`config.mk`:
```
export PLATFORM = sky130hd
export DESIGN_NAME = xfer_fifo_pair
export DESIGN_NICKNAME = d
export VERILOG_FILES = /design/src/rtl/xfer_fifo_pkg.sv /design/src/rtl/xfer_byte_fifo.sv /design/src/rtl/xfer_fifo_flags.sv /design/src/rtl/xfer_fifo_pair.sv
export SDC_FILE = /design/constraint.sdc
export NUM_CORES = 1
export LEC_CHECK = 0
export CELL_PAD_IN_SITES_DETAIL_PLACEMENT = 1
export CELL_PAD_IN_SITES_GLOBAL_PLACEMENT = 1
export CORE_ASPECT_RATIO = 1.4
export CORE_MARGIN = 8
export CORE_UTILIZATION = 24
export DETAILED_ROUTE_END_ITERATION = 10
export DONT_BUFFER_PORTS = 1
export PLACE_DENSITY_LB_ADDON = 0.1
export SLEW_MARGIN = 40
export SYNTH_ARGS = -nofsm -noshare
export SYNTH_HDL_FRONTEND = slang
export SYNTH_SLANG_ARGS = --single-unit
export TNS_END_PERCENT = 50
```
`constraint.sdc`:
```
create_clock -name clk -period 4.4 [get_ports clk]
set_clock_uncertainty 0.15 [all_clocks]
set_input_delay 0.88 -clock clk [delete_from_list [all_inputs] [get_ports clk]]
set_output_delay 0.88 -clock clk [all_outputs]
set_load 0.02 [all_outputs]
```
`src/rtl/xfer_fifo_pkg.sv`:
```
package xfer_fifo_pkg;

    localparam int FIFO_DEPTH = 16;
    localparam int BYTE_W     = 8;
    localparam int CNT_W      = $clog2(FIFO_DEPTH + 1);

    typedef enum logic [2:0] {
        SEL_DATA  = 3'd0,
        SEL_CTRL  = 3'd1,
        SEL_STAT  = 3'd2,
        SEL_IEN   = 3'd3,
        SEL_RXCNT = 3'd4,
        SEL_TXCNT = 3'd5
    } reg_sel_e;

    // bit order matters: status and enable registers share it
    typedef struct packed {
        logic tx_end;
        logic rx_ready;
        logic tx_low;
    } fifo_flags_t;

    typedef struct packed {
        logic [3:0] rx_level;
        logic [1:0] tx_code;
    } trig_cfg_t;

    function automatic logic [CNT_W-1:0] tx_limit(input logic [1:0] code);
        case (code)
            2'd0:    return CNT_W'(8);
            2'd1:    return CNT_W'(4);
            2'd2:    return CNT_W'(2);
            default: return '0;
        endcase
    endfunction

endpackage

```
`src/rtl/xfer_byte_fifo.sv`:
```
module xfer_byte_fifo #(
    parameter int DEPTH = 16,
    parameter int W     = 8,
    localparam int CW   = $clog2(DEPTH + 1),
    localparam int AW   = $clog2(DEPTH)
) (
    input  logic          clk,
    input  logic          rst,
    input  logic          flush,
    input  logic          push,
    input  logic [W-1:0]  din,
    input  logic          pop,
    output logic [W-1:0]  head,
    output logic [CW-1:0] count
);
    logic [W-1:0]  mem [DEPTH];
    logic [AW-1:0] wp, rp;
    logic          do_push, do_pop;

    function automatic logic [AW-1:0] step(input logic [AW-1:0] p);
        return (p == AW'(DEPTH - 1)) ? '0 : p + 1'b1;
    endfunction

    assign do_push = push && (count != CW'(DEPTH));
    assign do_pop  = pop && (count != '0);

    always_ff @(posedge clk) begin
        if (rst || flush) begin
            wp    <= '0;
            rp    <= '0;
            count <= '0;
        end else begin
            if (do_push) wp <= step(wp);
            if (do_pop)  rp <= step(rp);
            case ({do_push, do_pop})
                2'b10:   count <= count + 1'b1;
                2'b01:   count <= count - 1'b1;
                default: count <= count;
            endcase
        end
    end

    always_ff @(posedge clk) begin
        if (do_push && !flush) mem[wp] <= din;
    end

    assign head = (count == '0) ? '0 : mem[rp];
endmodule

```
`src/rtl/xfer_fifo_flags.sv`:
```
module xfer_fifo_flags
    import xfer_fifo_pkg::*;
(
    input  logic             clk,
    input  logic             rst,
    input  logic [CNT_W-1:0] tx_count,
    input  logic [CNT_W-1:0] rx_count,
    input  trig_cfg_t        cfg,
    input  logic             shift_done,
    input  logic             clr_we,
    input  logic [2:0]       clr_keep,
    output fifo_flags_t      flags
);
    fifo_flags_t set_now;
    fifo_flags_t kept;

    always_comb begin
        set_now.tx_low   = tx_count <= tx_limit(cfg.tx_code);
        set_now.rx_ready = rx_count >= (CNT_W'(cfg.rx_level) + 1'b1);
        set_now.tx_end   = shift_done && (tx_count == '0);
        kept = clr_we ? (flags & fifo_flags_t'(clr_keep)) : flags;
    end

    always_ff @(posedge clk) begin
        if (rst) flags <= '0;
        else     flags <= kept | set_now;
    end
endmodule

```
`src/rtl/xfer_fifo_pair.sv`:
```
module xfer_fifo_pair
    import xfer_fifo_pkg::*;
(
    input  logic        clk,
    input  logic        rst,
    input  logic [2:0]  reg_sel,
    input  logic        reg_wr,
    input  logic        reg_rd,
    input  logic [7:0]  reg_wdata,
    output logic [7:0]  reg_rdata,
    output logic        fifo_irq,
    output logic        tx_valid,
    output logic [7:0]  tx_byte,
    input  logic        tx_take,
    input  logic        rx_push,
    input  logic [7:0]  rx_byte,
    input  logic        tx_shift_done
);
    trig_cfg_t        cfg_q;
    logic [2:0]       ien_q;
    fifo_flags_t      flags_q;
    logic [CNT_W-1:0] tx_cnt, rx_cnt;
    logic [BYTE_W-1:0] rx_head;
    logic             wr_data, wr_ctrl, wr_stat, wr_ien, rd_data;
    logic             tx_flush, rx_flush;

    assign wr_data  = reg_wr && (reg_sel == SEL_DATA);
    assign wr_ctrl  = reg_wr && (reg_sel == SEL_CTRL);
    assign wr_stat  = reg_wr && (reg_sel == SEL_STAT);
    assign wr_ien   = reg_wr && (reg_sel == SEL_IEN);
    assign rd_data  = reg_rd && (reg_sel == SEL_DATA);
    assign tx_flush = wr_ctrl && reg_wdata[0];
    assign rx_flush = wr_ctrl && reg_wdata[1];

    always_ff @(posedge clk) begin
        if (rst) begin
            cfg_q <= '0;
            ien_q <= '0;
        end else begin
            if (wr_ctrl) cfg_q <= '{rx_level: reg_wdata[7:4], tx_code: reg_wdata[3:2]};
            if (wr_ien)  ien_q <= reg_wdata[2:0];
        end
    end

    xfer_byte_fifo #(.DEPTH(FIFO_DEPTH), .W(BYTE_W)) u_tx_fifo (
        .clk(clk), .rst(rst), .flush(tx_flush),
        .push(wr_data), .din(reg_wdata),
        .pop(tx_take), .head(tx_byte), .count(tx_cnt)
    );

    xfer_byte_fifo #(.DEPTH(FIFO_DEPTH), .W(BYTE_W)) u_rx_fifo (
        .clk(clk), .rst(rst), .flush(rx_flush),
        .push(rx_push), .din(rx_byte),
        .pop(rd_data), .head(rx_head), .count(rx_cnt)
    );

    xfer_fifo_flags u_flags (
        .clk(clk), .rst(rst),
        .tx_count(tx_cnt), .rx_count(rx_cnt), .cfg(cfg_q),
        .shift_done(tx_shift_done),
        .clr_we(wr_stat), .clr_keep(reg_wdata[2:0]),
        .flags(flags_q)
    );

    assign tx_valid = tx_cnt != '0;
    assign fifo_irq = |(flags_q & fifo_flags_t'(ien_q));

    always_comb begin
        case (reg_sel)
            SEL_DATA:  reg_rdata = rx_head;
            SEL_CTRL:  reg_rdata = {cfg_q.rx_level, cfg_q.tx_code, 2'b00};
            SEL_STAT:  reg_rdata = {5'b0, flags_q};
            SEL_IEN:   reg_rdata = {5'b0, ien_q};
            SEL_RXCNT: reg_rdata = 8'(rx_cnt);
            SEL_TXCNT: reg_rdata = 8'(tx_cnt);
            default:   reg_rdata = '0;
        endcase
    end
endmodule

```
## Yosys cells after proc, flatten, opt, wreduce, memory -nomap -nowiden

Memories as Yosys holds them, arrays and structs flattened. A register that Yosys moved wholly into a read port is not among the register bits.
Cells that the tools add are included.
W data, S select, Z words.

- Output and inout bits: 18
- Flip-flop bits (word level): 38
- Input port bits: 26
- Memories kept: 2
- Word-level logic and storage cells: 91
- Memory bits (writable): 256

Memories:

| name | depth | bits a word | rd ports | clocked after Yosys merged registers in | write ports | RTL line | source |
|---|---|---|---|---|---|---|---|
| u_rx_fifo.mem | 16 | 8 | 1 | 1 | 1 | xfer_byte_fifo.sv:16 | `logic [W-1:0] mem [DEPTH];` |
| u_tx_fifo.mem | 16 | 8 | 1 | 1 | 1 | xfer_byte_fifo.sv:16 |  |

- Mux-type cells: 19
- Reduce and logical (&&, ||, !) cells: 27
- Add/sub/neg operators: 9
- $lt $le $gt $ge: 2
- Equality and inequality tests: 17
- Bitwise logic cells: 3

Operators by type and width:

| operator | number |
|---|---|
| $pmux W8 S6 | 1 |
| $mux W4 | 8 |
| $pmux W5 S2 | 2 |
| $add A4 B1 Y4 const B | 4 |
| $eq A4 B4 Y1 const B | 4 |
| $mux W8 | 2 |
| $logic_and A1 B1 Y1 | 14 |
| $pmux W4 S3 | 1 |
| $add A5 B1 Y5 const B | 2 |
| $logic_not A5 Y1 | 2 |
| $ne A5 B5 Y1 const B | 2 |
| $reduce_bool A5 Y1 | 2 |
| $sub A5 B1 Y5 const B | 2 |
| $and A3 B3 Y3 | 2 |
| $eq A2 B1 Y1 const B | 3 |
| $eq A2 B2 Y1 const B | 3 |
| $eq A3 B2 Y1 const B | 2 |
| $eq A3 B3 Y1 const B | 2 |
| $add A4 B1 Y5 const B | 1 |
| $ge A5 B5 Y1 | 1 |
| $le A5 B4 Y1 | 1 |
| $mux W1 | 4 |
| $reduce_bool A2 Y1 | 2 |
| $eq A3 B1 Y1 const B | 1 |
| other kinds (7) | 9 |

## Depth between registers and ports, before layout

Gate-level depths: netlist of run 1.

- Depth after elaboration: 7
- Gate-level depth with buffers: 14
- Mapped depth without buffers: 12

## Hierarchy

From an unflattened synthesis of run 1, not the netlist that was laid out.

- Cell total of the unflattened synthesis: 782
- Area total of the unflattened synthesis: 13026.2 sq um

By module, submodules not included:

| module | cells each | times used | seq. area each (sq um) | area each (sq um) |
|---|---|---|---|---|
| xfer_byte_fifo at u_tx_fifo | 332 | 1 | 4184.0 | 5992.0 |
| xfer_byte_fifo at u_rx_fifo | 332 | 1 | 4184.0 | 5989.5 |
| xfer_fifo_pair | 75 | 1 | 180.2 | 676.9 |
| xfer_fifo_flags | 43 | 1 | 60.1 | 367.9 |

## Worst setup path before layout of run 1

No wires, ideal clock.

- Path kind: input to register
- Start: input port reg_sel[2]
- End: register u_tx_fifo.count[4]
- Library setup time: 0.070 ns
- Setup slack: 1.044 ns
- Data required time: 4.180 ns
- Stages: 10
- Data arrival time: 3.136 ns
- Buffers on the path: 0
- Cell sequence: nand2b_1 -> a2111oi_4 -> inv_2 -> ha_1 -> ha_1 -> nor2b_1 -> o21ai_0 -> a211oi_1 -> or3_1 -> a21oi_1

- Cells in the longest elaborated chain, start to end: 5
- Elaborated cells between the ends (all ways): 11

RTL lines:

| item | RTL line | source |
|---|---|---|
| start, declared | xfer_fifo_pair.sv:6 | `input logic [2:0] reg_sel,` |
| $logic_not A3 Y1 | xfer_fifo_pair.sv:27 | `assign wr_data = reg_wr && (reg_sel == SEL_DATA);` |
| $logic_and A1 B1 Y1 | xfer_fifo_pair.sv:27 |  |
| $logic_and A1 B1 Y1 | xfer_byte_fifo.sv:24 | `assign do_push = push && (count != CW'(DEPTH));` |
| $eq A2 B1 Y1 / $eq A2 B2 Y1 (equally long branches) | xfer_byte_fifo.sv:35 | `case ({do_push, do_pop})` |
| $pmux W5 S2 / $reduce_bool A2 Y1 (equally long branches) | -- |  |
| end signal, assigned | xfer_byte_fifo.sv:36 | `2'b10: count <= count + 1'b1;` |
| end signal, assigned | xfer_byte_fifo.sv:37 | `2'b01: count <= count - 1'b1;` |
| end signal, assigned | xfer_byte_fifo.sv:38 | `default: count <= count;` |
| end, declared | xfer_byte_fifo.sv:14 | `output logic [CW-1:0] count` |

Several ways; a longest one is shown, not always the timed one.
A chain may end at the register's enable or synchronous reset.

==> flow_summary.toml, run 1 <==
[power_and_ir_drop]
combPwrFrac = 0.085
power_density_nw_per_um2 = 446
switching_share = 0.235
p_int_mw = 4.97
pwr-share-seq = 0.490
power_switching_mw = 1.53
clkPwrFrac = 0.425
static-leakage-power_nw = 4.60
vdd_ir_drop_max_v = 0.000276

[finish]
final_area_um2 = 14600
syn_to_final_growth_pct = 16.2
instances_no_fill = 1458
final_nets = 829
n_antenna_cell = 0
final_util = 0.281
drive_above_1_share = 0.201

[timing]
hold_viol_final = 0
post-route-period-util = 0.892
maxSlewHeadroom = 0.476
tightestPinTransition_ns = 0.780
layout_setup_ws_ns = 0.473
rsz0062_at_grt = "false"
final.min_clock_period_ns = 3.93
finalSetupTns_ns = 0
setup_viol = 0
max_freq_ghz = 0.255
drv_slew = 0

[global_route]
grt_overflow = 0
antenna_found_initial = 0
first_global_vias = 7439
grt_use_total = 0.111
grt_pass1_wl_mm = 49.1
grt_start_max_net_pins = 33

[worst_setup_path]
critPathMaxStageDelay_ns = 0.66
arrival_ns = 2.90
cp.required_ns = 3.37
crit_type = "flop to output port"
crit_path_max_fanout = 13
slowest_stage = "dfxtp_2"
start_kind = "flop"
path_cells = "buf_4 -> mux4_2 -> mux2i_1 -> o22ai_1 -> o21bai_1"
endpoint_kind = "output port"

[yosys]
netlist_area_um2 = 12500
synth_area_leaders = "edfxtp_1 61%, mux4_2 11%, dfxtp_1 7.3%, mux2i_1 3.6%, ha_1 2.6%"
synth_edf_count = 256
ys_top_cells_by_count = "256 x edfxtp_1, 64 x mux4_2, 51 x nor2_1, 46 x dfxtp_1, 45 x mux2i_1"
yosysUniqueCellTypes = 54
ys.flop_type = "edfxtp_1"
synth_seq_cells = 302
synth.top_cell.area_share = 0.613
yosysSeqAreaShare = 0.686
yosysMostFrequentCell = "edfxtp_1"
ys_warn_count = 0
synthArstFlopShare = 0
synth_top_cell_by_area = "edfxtp_1"
synth_cells = 741
avgSynthCellArea_um2 = 16.9
synth_nets = 794

[job]
drv_cap = 0

[floorplanning]
boundaryPins = 44
start_util = 0.242
dieArea_um2 = 59900
fp.dieH_um = 286
num_rows = 99
die_w_um = 209
core-area_um2 = 51900

[detailed_routing]
dr.pass1.iters = 6
detail-route-antenna-nets = 0
wirelength_mm = 32.9
vias_per_cell = 4.50
post-route-drc-count = 0
drt_iter0_markers = 287
wl_per_cell_um = 22.6
dr_total_vias = 6557

[place]
io_buffers = 0
dpl.cell_count = 1395
place_hpwl_mm = 23.1
placed_cell_area_um2 = 13500
place.gp.congestion = 0.713
place_ws_ns = 0.463

[cts]
clk_transition_reported_paths_ns = 0.06
insertion_delay_ns = 0.53
cts_resized = 0
max-clock-path-buffers = 3
ctsHoldBuffers = 0
cts.sinks = 302
numCtsBuffers = 35
cts_root_buf = "clkbuf_16"
ctsHtreeMaxLevel = 2
cts_setup_buffers = 0
cts_tree = "yes"

[run_status]
status = "completed"

[min_path]
holdCritPathClass = "input port to flop"
[metal layers]
| layer | vias to the layer above | part of all wire | global-route usage |
|---|---|---|---|
| met1 | 3404 | 0.38 | 0.113 |
| li1 | 2995 | - | - |
| met4 | 0 | 0.032 | 0.0397 |
| met5 | - | 0 | 0 |
| met2 | 107 | 0.54 | 0.212 |
| met3 | 51 | 0.046 | 0.0304 |
[power groups by stage]
| stage | Sequential (mW) | Combinational, mW | Clock [mW] |
|---|---|---|---|
| finish | 3.18 | 0.553 | 2.76 |
| global route | 3.19 | 0.609 | 2.98 |
| CTS | 3.18 | 0.576 | 2.88 |
| detailed placement | 3.24 | 0.576 | 0 |
| global placement | 3.24 | 0.564 | 0 |
| floorplan | 3.22 | 0.438 | 0 |
[area by class of cell]
class                      count  area, um^2
tap                          656         821
sequential                   302        8610
timing repair buffer          34         268
inverter                      21        78.8
clock inverter                19         165
clock buffer                  44         920
fill                        5340       37300
multi-input combinational    382        3700
[logic make-up (layout without fill, tap and decap cells)]
group | after synthesis | after routing | synth area share
DFF | 302 | 302 | 0.686
and+or+nand+nor | 140 | 140 | 0.0567
muxes | 110 | 110 | 0.152
AOI/OAI and AO/OA | 92 | 92 | 0.0500
buffers and inverters | 57 | 118 | 0.0185
adders and majority gates | 27 | 27 | 0.0275
xor gates and xnor gates | 13 | 13 | 0.00908
[state kept, by name (all words and copies together), names as in the netlist, named ones only]
name,flops
u_flags.flags,3
u_rx_fifo.wp,4
u_tx_fifo.mem,128
cfg_q,6
u_rx_fifo.mem,128
u_tx_fifo.wp,4
u_tx_fifo.rp,4
u_rx_fifo.rp,4
u_rx_fifo.count,5
ien_q,3
u_tx_fifo.count,5
[stage by stage]
stage	hold slack, ns	total power [mW]
floorplan	0.309	3.66
global placement	0.348	3.81
detailed placement	0.348	3.82
CTS	0.221	6.64
global route	0.220	6.77
finish	0.266	6.50
[path summary, 6_finish.rpt]
| check | end | slack, ns | cells past startpoint | from |
|---|---|---|---|---|
| worst max-delay path | reg_rdata[0] | 0.47 | 5 | flop |
| worst min-delay path | ien_q[2] | 0.27 | 1 | rst |
| worst max register to register | u_tx_fifo.count[4] | 0.87 | 11 | u_tx_fifo.count[0] |
| worst min register to register | flop | 0.36 | 2 | u_tx_fifo.rp[0] |
[cell usage in the layout (no fill, tap or decap), drive strengths merged, types with 8 or more instances in the layout]
cell    instances
o22ai          12
clkbuf         44
a21oi          29
edfxtp        256
o21ai          15
mux2i          45
dfxtp          46
nand2          24
ha             26
xor2            9
inv            21
buf            34
clkinv         16
nor3            9
nand3          13
nand2b          8
nor2           51
mux4           64
[worst max-delay path: cells and delay by family, from the launching register on]
family / cells / cell delay, ns
buffers and inverters: 1 / 0.39
AO/OA/AOI/OAI: 2 / 0.49
multiplexers: 2 / 0.82
flip-flops: 1 / 0.66
(Power assumes the default switching activity.)
==> run 2: changes to the inputs <==
==> constraint.sdc (replaced) <==
create_clock -name clk -period 4.4 [get_ports clk]
set_clock_uncertainty 0.15 [all_clocks]
set_input_delay 0.44 -clock clk [delete_from_list [all_inputs] [get_ports clk]]
set_output_delay 0.44 -clock clk [all_outputs]
set_load 0.02 [all_outputs]
==> run 2 against run 1 <==
  * Flip-flop and latch count is the same
  * Worst setup slack gained 0.50 ns
  * Highest routed layer is now met5
  * Final cell count grew 0.89%
  * Sequential power grew 1%
  * Register-to-register slack gained 0.11 ns
  * Clock power shrank 2%
  * Total power is essentially flat
  * Count of clock-buffer cells in the layout shrank 3
  * Via count grew 0.43%
  * Die area is the same
  * Global-route usage grew 0.61 points
  * Non-clock buffer count grew 11
  * Largest power group unchanged
==> flow_summary.toml, run 2 (synthesis gave the netlist of run 1 again) <==
[run_status]
status = "completed"

[finish]
final_cell_mix = "256 x edfxtp_1, 64 x mux4_2, 45 x mux2i_1"
reg_top3 = "u_rx_fifo.mem: 128 flops, u_tx_fifo.mem: 128 flops, cfg_q: 6 flops"
instances_no_fill = 1471
final_util = 0.283
final_area_um2 = 14700
fillers = 5377
regArea_um2 = 8620
final_nets = 840
syn_to_final_growth_pct = 17.1
multi_input_area_um2 = 3730
drive_above_1_share = 0.196
layout_commonest_cell = "edfxtp_1"

[cts]
numCtsBuffers = 35
cts.sinks = 302
insertion_delay_ns = 0.55
ctsHtreeMaxLevel = 2
cts_tree = "yes"
cts_setup_buffers = 0
clk_transition_reported_paths_ns = 0.06
cts_root_buf = "clkbuf_16"
max-clock-path-buffers = 3

[timing]
hold_viol_final = 0
maxSlewHeadroom = 0.501
tightestPinTransition_ns = 0.746
drv_slew = 0
finalSetupTns_ns = 0
rsz0062_at_grt = "false"
post-route-period-util = 0.778
max_freq_ghz = 0.292
final.min_clock_period_ns = 3.42
setup_viol = 0

[power_and_ir_drop]
vdd_ir_drop_max_v = 0.000217
power_switching_mw = 1.60
power_density_nw_per_um2 = 443
pwr-share-seq = 0.495
p_int_mw = 4.91
clkPwrFrac = 0.416
combPwrFrac = 0.089
switching_share = 0.246
p_total_mw = 6.50
static-leakage-power_nw = 4.61

[detailed_routing]
post-route-drc-count = 0
dr.pass1.iters = 4
vias_per_cell = 4.48
drt_iter0_markers = 247
wirelength_mm = 34.5
wl_per_cell_um = 23.4
detail-route-antenna-nets = 0
dr_total_vias = 6585

[global_route]
grt_start_max_net_pins = 25
antenna_found_initial = 3
first_global_vias = 7506
grt_overflow = 0
grt_use_total = 0.117
grt_pass1_wl_mm = 51.5

[floorplanning]
num_rows = 99
dieArea_um2 = 59900
start_util = 0.242
fp.dieH_um = 286
boundaryPins = 44
die_w_um = 209
core-area_um2 = 51900

[worst_setup_path]
cp.required_ns = 4.72
crit_type = "flop to flop"
regToRegStartpoint = "u_tx_fifo.count[0]"
start_kind = "flop"
rr_worst_depth = 11
crit_path_end = "u_tx_fifo.count[4]"
endpoint_kind = "flop"
reg2reg_slack_ns = 0.98
crit_start = "u_tx_fifo.count[0]"
crit_path_max_fanout = 7
rr_endpoint = "u_tx_fifo.count[4]"
arrival_ns = 3.74

[min_path]
holdCritPathClass = "input port to flop"

[place]
io_buffers = 0
place.gp.congestion = 0.726
dpl.cell_count = 1382
place_hpwl_mm = 23.8
placed_cell_area_um2 = 13400

[job]
drv_cap = 0
run 2: cell count changes in the layout (fill, tap and decap cells not counted), sizes merged, moves of 2 or more:
cell,previous run,this run
dlygate4sd3,0,20
clkinv,16,20
clkbuf,44,41
diode,0,2
buf,34,25
run 2: worst max-delay path, cell delays in order (launching register included):
cell	delay, ns
dfxtp_1	0.37
nor4_2	0.49
nand2_1	0.39
nand2_1	0.27
inv_1	0.07
ha_1	0.26
ha_1	0.34
nor2b_1	0.15
o21ai_0	0.20
nor4b_1	0.33
o21ai_0	0.15
a21oi_1	0.17
run 2: worst min path at each step:
stage                startpoint                to  depth (start not counted)
6_report             reg_sel[1]          cfg_q[1]                          3
4_1_cts            reg_wdata[1]  u_flags.flags[1]                          2
5_1_grt            reg_wdata[1]  u_flags.flags[1]                          2
3_5_place_dp   u_flags.flags[2]  u_flags.flags[2]                          2
3_3_place_gp   u_flags.flags[2]  u_flags.flags[2]                          2
2_1_floorplan  u_flags.flags[2]  u_flags.flags[2]                          2
run 2: metrics by stage:
stage,setup slack (ns),hold slack (ns)
after floorplan,1.45,0.309
after global placement,1.10,0.333
after detailed placement,1.03,0.358
after CTS,0.841,0.0101
after global routing,0.716,0.0209
final,0.977,0.0567
run 2: timing repair:
item / CTS / global route
hold buffers: 24 / 0
resized for setup: 0 / 0
endpoints found under the hold margin: 279 / 0
run 2: per-layer routing:
layer / global-route usage / vias up / part of all wire
li1: - / 3020 / -
met1: 0.125 / 3398 / 0.38
met2: 0.223 / 107 / 0.55
met3: 0.0264 / 58 / 0.045
met4: 0.0381 / 2 / 0.025
met5: 0 / - / 0.00029
run 2: power by group through the flow:
stage               Clock [mW]  Combinational, mW  Sequential (mW)
floorplan                    0              0.438             3.22
global placement             0              0.530             3.28
detailed placement           0              0.539             3.28
CTS                       2.82              0.604             3.22
global route              2.91              0.637             3.23
finish                    2.71              0.582             3.22
run 2: cell type report:
| type | count | share of cell area |
|---|---|---|
| clock buffer | 41 | 0.0612 |
| inverter | 21 | 0.00537 |
| multi-input combinational | 382 | 0.254 |
| sequential | 302 | 0.587 |
| clock inverter | 22 | 0.0107 |
| tap | 656 | 0.0559 |
| timing repair buffer | 45 | 0.0257 |
| antenna | 2 | 0.000341 |
